--- config.mk ---
export PLATFORM = sky130hd
export DESIGN_NAME = opnd_addr_unit
export DESIGN_NICKNAME = d
export VERILOG_FILES = /design/src/rtl/opnd_addr_pkg.sv /design/src/rtl/oam_mode_dec.sv /design/src/rtl/oam_ea_calc.sv /design/src/rtl/oam_ctrl.sv /design/src/rtl/opnd_addr_unit.sv
export SDC_FILE = /design/constraint.sdc
export NUM_CORES = 1
export LEC_CHECK = 0
export ABC_AREA = 1
export BUFFER_PORTS_ARGS = -buffer_cell sky130_fd_sc_hd__buf_2
export CAP_MARGIN = 20
export CORE_MARGIN = 2
export CORE_UTILIZATION = 37
export CTS_CLUSTER_DIAMETER = 200
export CTS_CLUSTER_SIZE = 30
export DETAILED_ROUTE_END_ITERATION = 16
export PLACE_DENSITY = 0.69
export SYNTH_ARGS = -nofsm -noshare
export SYNTH_HDL_FRONTEND = slang
export SYNTH_SLANG_ARGS = --single-unit
export TNS_END_PERCENT = 1
--- constraint.sdc ---
create_clock -name clk_i -period 3.6 [get_ports clk_i]
set_clock_uncertainty 0.05 [all_clocks]
set_input_delay 0.18 -clock clk_i [delete_from_list [all_inputs] [get_ports clk_i]]
set_output_delay 0.18 -clock clk_i [all_outputs]
set_load 0.005 [all_outputs]
--- src/rtl/opnd_addr_pkg.sv ---
package opnd_addr_pkg;
  localparam int MODE_W = 4;

  localparam logic [MODE_W-1:0] AM_IMM  = 4'd0;
  localparam logic [MODE_W-1:0] AM_REG  = 4'd1;
  localparam logic [MODE_W-1:0] AM_DIR  = 4'd2;
  localparam logic [MODE_W-1:0] AM_RIND = 4'd3;
  localparam logic [MODE_W-1:0] AM_IDX  = 4'd4;
  localparam logic [MODE_W-1:0] AM_DISP = 4'd5;
  localparam logic [MODE_W-1:0] AM_MIND = 4'd6;
  localparam logic [MODE_W-1:0] AM_AINC = 4'd7;
  localparam logic [MODE_W-1:0] AM_ADEC = 4'd8;

  typedef enum logic [1:0] {
    ST_IDLE,
    ST_RD1,
    ST_RD2,
    ST_DONE
  } st_e;

  typedef struct packed {
    logic reject;
    logic uses_mem;
    logic two_reads;
    logic auto_step;
  } mode_info_t;
endpackage

--- src/rtl/oam_mode_dec.sv ---
module oam_mode_dec
  import opnd_addr_pkg::*;
(
  input  logic [MODE_W-1:0] mode_i,
  input  logic              is_dst_i,
  output mode_info_t        info_o
);
  logic legal;

  always_comb begin
    legal            = 1'b1;
    info_o.uses_mem  = 1'b0;
    info_o.two_reads = 1'b0;
    info_o.auto_step = 1'b0;
    unique case (mode_i)
      AM_IMM, AM_REG: ;
      AM_DIR, AM_RIND, AM_IDX, AM_DISP: info_o.uses_mem = 1'b1;
      AM_MIND: begin
        info_o.uses_mem  = 1'b1;
        info_o.two_reads = 1'b1;
      end
      AM_AINC, AM_ADEC: begin
        info_o.uses_mem  = 1'b1;
        info_o.auto_step = 1'b1;
      end
      default: legal = 1'b0;
    endcase
    // constants can never be written
    info_o.reject = !legal || (mode_i == AM_IMM && is_dst_i);
  end
endmodule

--- src/rtl/oam_ea_calc.sv ---
module oam_ea_calc
  import opnd_addr_pkg::*;
#(
  parameter int DW   = 16,
  parameter int STEP = 2
) (
  input  logic [MODE_W-1:0] mode_i,
  input  logic [DW-1:0]     base_i,
  input  logic [DW-1:0]     idx_i,
  input  logic [DW-1:0]     cst_i,
  output logic [DW-1:0]     ea_o,
  output logic [DW-1:0]     wb_o,
  output logic [DW-1:0]     direct_o
);
  localparam logic [DW-1:0] STEP_V = DW'(STEP);

  logic [DW-1:0] base_inc;
  logic [DW-1:0] base_dec;

  assign base_inc = base_i + STEP_V;
  assign base_dec = base_i - STEP_V;

  always_comb begin
    unique case (mode_i)
      AM_DIR:                     ea_o = cst_i;
      AM_RIND, AM_MIND, AM_AINC:  ea_o = base_i;
      AM_IDX:                     ea_o = base_i + idx_i;
      AM_DISP:                    ea_o = cst_i + base_i;
      AM_ADEC:                    ea_o = base_dec;
      default:                    ea_o = '0;
    endcase
  end

  assign wb_o = (mode_i == AM_AINC) ? base_inc : base_dec;

  always_comb begin
    unique case (mode_i)
      AM_IMM:  direct_o = cst_i;
      AM_REG:  direct_o = base_i;
      default: direct_o = '0;
    endcase
  end
endmodule

--- src/rtl/oam_ctrl.sv ---
module oam_ctrl
  import opnd_addr_pkg::*;
#(
  parameter int DW     = 16,
  parameter int RIDX_W = 3
) (
  input  logic              clk_i,
  input  logic              rst_ni,
  input  logic              start_i,
  input  mode_info_t        info_i,
  input  logic [DW-1:0]     ea_i,
  input  logic [DW-1:0]     wb_i,
  input  logic [DW-1:0]     direct_i,
  input  logic [RIDX_W-1:0] base_sel_i,
  input  logic              mem_rvalid_i,
  input  logic [DW-1:0]     mem_rdata_i,
  output logic              mem_req_o,
  output logic [DW-1:0]     mem_addr_o,
  output logic              rf_we_o,
  output logic [RIDX_W-1:0] rf_waddr_o,
  output logic [DW-1:0]     rf_wdata_o,
  output logic [DW-1:0]     operand_o,
  output logic [DW-1:0]     eaddr_o,
  output logic              done_o,
  output logic              err_o,
  output logic              busy_o
);
  st_e               st_q;
  logic [DW-1:0]     addr_q;
  logic [DW-1:0]     opnd_q;
  logic [DW-1:0]     wb_q;
  logic [RIDX_W-1:0] wsel_q;
  logic              err_q;
  logic              auto_q;
  logic              two_q;

  always_ff @(posedge clk_i or negedge rst_ni) begin
    if (!rst_ni) begin
      st_q   <= ST_IDLE;
      addr_q <= '0;
      opnd_q <= '0;
      wb_q   <= '0;
      wsel_q <= '0;
      err_q  <= 1'b0;
      auto_q <= 1'b0;
      two_q  <= 1'b0;
    end else begin
      unique case (st_q)
        ST_IDLE: if (start_i) begin
          wb_q   <= wb_i;
          wsel_q <= base_sel_i;
          err_q  <= info_i.reject;
          if (info_i.reject) begin
            addr_q <= '0;
            opnd_q <= '0;
            auto_q <= 1'b0;
            two_q  <= 1'b0;
            st_q   <= ST_DONE;
          end else if (info_i.uses_mem) begin
            addr_q <= ea_i;
            auto_q <= info_i.auto_step;
            two_q  <= info_i.two_reads;
            st_q   <= ST_RD1;
          end else begin
            addr_q <= ea_i;
            opnd_q <= direct_i;
            auto_q <= 1'b0;
            two_q  <= 1'b0;
            st_q   <= ST_DONE;
          end
        end
        ST_RD1: if (mem_rvalid_i) begin
          if (two_q) begin
            // pointer word becomes the effective address
            addr_q <= mem_rdata_i;
            st_q   <= ST_RD2;
          end else begin
            opnd_q <= mem_rdata_i;
            st_q   <= ST_DONE;
          end
        end
        ST_RD2: if (mem_rvalid_i) begin
          opnd_q <= mem_rdata_i;
          st_q   <= ST_DONE;
        end
        default: st_q <= ST_IDLE;
      endcase
    end
  end

  assign mem_req_o  = (st_q == ST_RD1) || (st_q == ST_RD2);
  assign mem_addr_o = addr_q;
  assign done_o     = (st_q == ST_DONE);
  assign err_o      = done_o && err_q;
  assign rf_we_o    = done_o && auto_q;
  assign rf_waddr_o = wsel_q;
  assign rf_wdata_o = wb_q;
  assign operand_o  = opnd_q;
  assign eaddr_o    = addr_q;
  assign busy_o     = (st_q != ST_IDLE);
endmodule

--- src/rtl/opnd_addr_unit.sv ---
module opnd_addr_unit
  import opnd_addr_pkg::*;
#(
  parameter int DW   = 16,
  parameter int NREG = 8,
  parameter int STEP = 2,
  localparam int RIDX_W = $clog2(NREG)
) (
  input  logic              clk_i,
  input  logic              rst_ni,
  input  logic              start_i,
  input  logic [MODE_W-1:0] mode_i,
  input  logic              is_dst_i,
  input  logic [RIDX_W-1:0] base_sel_i,
  input  logic [RIDX_W-1:0] idx_sel_i,
  input  logic [DW-1:0]     const_i,
  output logic [RIDX_W-1:0] rf_a_addr_o,
  input  logic [DW-1:0]     rf_a_data_i,
  output logic [RIDX_W-1:0] rf_b_addr_o,
  input  logic [DW-1:0]     rf_b_data_i,
  output logic              rf_we_o,
  output logic [RIDX_W-1:0] rf_waddr_o,
  output logic [DW-1:0]     rf_wdata_o,
  output logic              mem_req_o,
  output logic [DW-1:0]     mem_addr_o,
  input  logic              mem_rvalid_i,
  input  logic [DW-1:0]     mem_rdata_i,
  output logic [DW-1:0]     operand_o,
  output logic [DW-1:0]     eaddr_o,
  output logic              done_o,
  output logic              err_o
);
  mode_info_t    info;
  logic [DW-1:0] ea;
  logic [DW-1:0] wb;
  logic [DW-1:0] direct;
  logic          busy;

  assign rf_a_addr_o = base_sel_i;
  assign rf_b_addr_o = idx_sel_i;

  oam_mode_dec u_dec (
    .mode_i   (mode_i),
    .is_dst_i (is_dst_i),
    .info_o   (info)
  );

  oam_ea_calc #(.DW(DW), .STEP(STEP)) u_ea (
    .mode_i   (mode_i),
    .base_i   (rf_a_data_i),
    .idx_i    (rf_b_data_i),
    .cst_i    (const_i),
    .ea_o     (ea),
    .wb_o     (wb),
    .direct_o (direct)
  );

  oam_ctrl #(.DW(DW), .RIDX_W(RIDX_W)) u_ctrl (
    .clk_i        (clk_i),
    .rst_ni       (rst_ni),
    .start_i      (start_i),
    .info_i       (info),
    .ea_i         (ea),
    .wb_i         (wb),
    .direct_i     (direct),
    .base_sel_i   (base_sel_i),
    .mem_rvalid_i (mem_rvalid_i),
    .mem_rdata_i  (mem_rdata_i),
    .mem_req_o    (mem_req_o),
    .mem_addr_o   (mem_addr_o),
    .rf_we_o      (rf_we_o),
    .rf_waddr_o   (rf_waddr_o),
    .rf_wdata_o   (rf_wdata_o),
    .operand_o    (operand_o),
    .eaddr_o      (eaddr_o),
    .done_o       (done_o),
    .err_o        (err_o),
    .busy_o       (busy)
  );
endmodule

==> flow_summary.ini <==
[outcome]
status = finished clean

[grt]
grt_usage_pct = 24.44
grt_pass1_wl_um = 28330
first_global_vias = 5326
grt_max_degree = 33
grt_overflow = 0
antenna_found_initial = 0

[floorplan]
die_h_um = 123.1
dieWidth_um = 123.1
start_util_pct = 37.81
design.die.area_mm2 = 0.01515
std_cell_rows = 43
core_area_mm2 = 0.01388
io_pins = 156

[yosys]
syn-num-nets = 955
ys_async_sr_fraction_pct = 100.0
syn_area_mm2 = 0.005249
ys_types = 36
synth_ff_type = dfrtp_1
netlist_instances = 851
seq_area_frac_synth_pct = 26.70
synth_edf_count = 0
yosysWarnings = 0
syn_area_per_cell_um2 = 6.168
synth-seq-cells = 56

[layout]
stdcell_area_mm2 = 0.006115
synthToLayoutAreaGrowth_pct = 16.50
final_util_pct = 44.05
final_cell_count_no_fill = 1145
multi_input_area_mm2 = 0.002990
num-fill-cells = 1538
antenna_cells = 0
drive_above_1_share_pct = 18.86
fin_nets = 1068
seqCellArea_mm2 = 0.001401

[clocking]
htree_levels = 2
clkSlewWorstSetupHoldPaths_ps = 80
postCtsSetupBuffers = 0
cts_hold_buf = 1
cts_resized = 0
ctsLongestPathBuffers = 2
cts_root_buf = clkbuf_16
cts_buffers = 5
cts.sinks = 56
insertion_delay_ps = 300
cts_tree = built

[placement]
place_ws_ps = 604.7
gp_congestion = 1.001
dp_hpwl_um = 14980
port_buffers = 149
placed_area_mm2 = 0.005958
place_inst = 1136

[hold_path]
hp-start = base_sel_i[0]
whs_path_depth = 3
min_path_type = input pin to flop
min_to = u_ctrl.rf_waddr_o[0]

[sta]
hold_viol = 0
fin_ws_ps = 617.4
finalSetupViolations = 0
finalCritPeriodShare_pct = 82.85
timing.fmax_mhz = 335.3
slew_violations = 0
grt_setup_unrepaired = false
fin_setup_tns_ps = 0
layout_min_cycle_time_ps = 2983
slew_headroom_pct = 41.08
tightest_slew_ps = 883.9

[drt]
drc_errors = 0
dr.pass1.iters = 6
wire_per_inst_um = 16.57
drtAntennaViolNets = 0
viasPerCell = 5.209
drtIter0Drc = 509
vias = 5964
wirelength_um = 18970

[setup_path]
cp.required_ps = 3730
r2r-end = u_ctrl.eaddr_o[12]
cp-start-kind = flop
rr_worst_depth = 8
cp-end-kind = flop
cp.arrival_ps = 3110
worstPathMaxFanout = 19
ff2ff_setup_slack_ps = 620
worstReg2RegStart = u_ctrl.st_q[1]
path_class = flop to flop

[power_and_ir_drop]
vdd_drop_max_v = 0.0002904
leakage_uw = 0.003336
powerDensity_mw_per_mm2 = 587.0

[job]
drv_cap = 0
## state kept, by name (all words and copies together) (netlist names)
| register | cells |
|---|---|
| u_ctrl.err_q | 1 |
| u_ctrl.eaddr_o | 16 |
| u_ctrl.operand_o | 16 |
| u_ctrl.two_q | 1 |
| u_ctrl.auto_q | 1 |
| u_ctrl.rf_wdata_o | 16 |
| u_ctrl.st_q | 2 |
| u_ctrl.rf_waddr_o | 3 |
## logic make-up after synthesis
family / count (synthesis) / synth area share (%)
simple gates: 386 / 30.56
buf+inv: 196 / 16.33
compound gates: 181 / 19.14
flops: 56 / 26.70
fa+ha+maj: 25 / 6.103
xor+xnor: 7 / 1.168
## power by group
part | internal, uW | total [uW] | switching, uW
clock | 261 | 514 | 253
combinational | 745 | 1940 | 1190
sequential | 929 | 1140 | 207
total | 1940 | 3590 | 1650
## placed cells by master (no fill, tap or decap), types with 10 or more instances in the layout
master,n
buf_2,149
nand2_1,235
ha_1,24
dfrtp_1,56
nand3_1,64
o21ai_1,17
a21oi_1,54
o21ai_0,64
inv_1,140
o22ai_1,28
nor2_1,60
nand4_1,10
## worst max-delay path, stage by stage, from the launching register on
cell and delay, ps:
dfrtp_1 370, inv_1 80, ha_1 310, inv_4 230, o22ai_2 120, a21oi_2 660, inv_1 500, a21oi_1 400
a21oi_1 110
## area by class of cell
class	count	share of cell area, %
Multi-Input combinational cell	599	48.91
Sequential cell	56	22.92
Timing Repair Buffer	156	13.10
Inverter	146	9.003
Tap cell	180	3.683
Clock buffer	5	2.046
Clock inverter	3	0.3479
## routing by layer
metal  GRT usage, %  routed length [um]  vias up
li1               -                   -     2942
met1          33.84                8434     2664
met2          39.05                8308      319
met3          3.921                1672       39
met4          7.670                 554        0
met5              0                   0        -
## worst max path at each step
stage / start / endpoint / slack [ps] / depth (start not counted)
6_report: u_ctrl.st_q[1] / u_ctrl.eaddr_o[12] / 620 / 8
5_1_grt: u_ctrl.st_q[1] / u_ctrl.eaddr_o[12] / 470 / 8
4_1_cts: u_ctrl.st_q[1] / u_ctrl.eaddr_o[12] / 720 / 8
3_5_place_dp: mode_i[2] / u_ctrl.eaddr_o[11] / 600 / 18
3_3_place_gp: mode_i[2] / u_ctrl.eaddr_o[11] / 690 / 18
2_1_floorplan: mode_i[2] / u_ctrl.eaddr_o[4] / 1140 / 17
## through the flow
stage	hold WS, ps	total power, uW
after floorplan	-165.6	2445
after global placement	201.9	3043
after detailed placement	198.4	3068
after CTS	34.03	3580
after global routing	40.82	3887
final	30.24	3589
## cells in the mapped netlist (5+ instances only)
library cell  count  area share, %
nand4_1          10            1.2
ha_1             24            5.7
inv_1           140             10
nand2_1         235             17
a21oi_1          54            5.1
inv_2             5           0.36
o21ai_1          17            1.6
clkbuf_1         16            1.1
nand3_1          64            6.1
buf_4            23            3.3
o21ai_0          64            6.1
buf_2             8           0.76
xor2_1            6            1.0
nor2_1           60            4.3
dfrtp_1          56             27
a31oi_1           8           0.95
o22ai_1          28            3.3
Power figures use the tool's default switching activity.
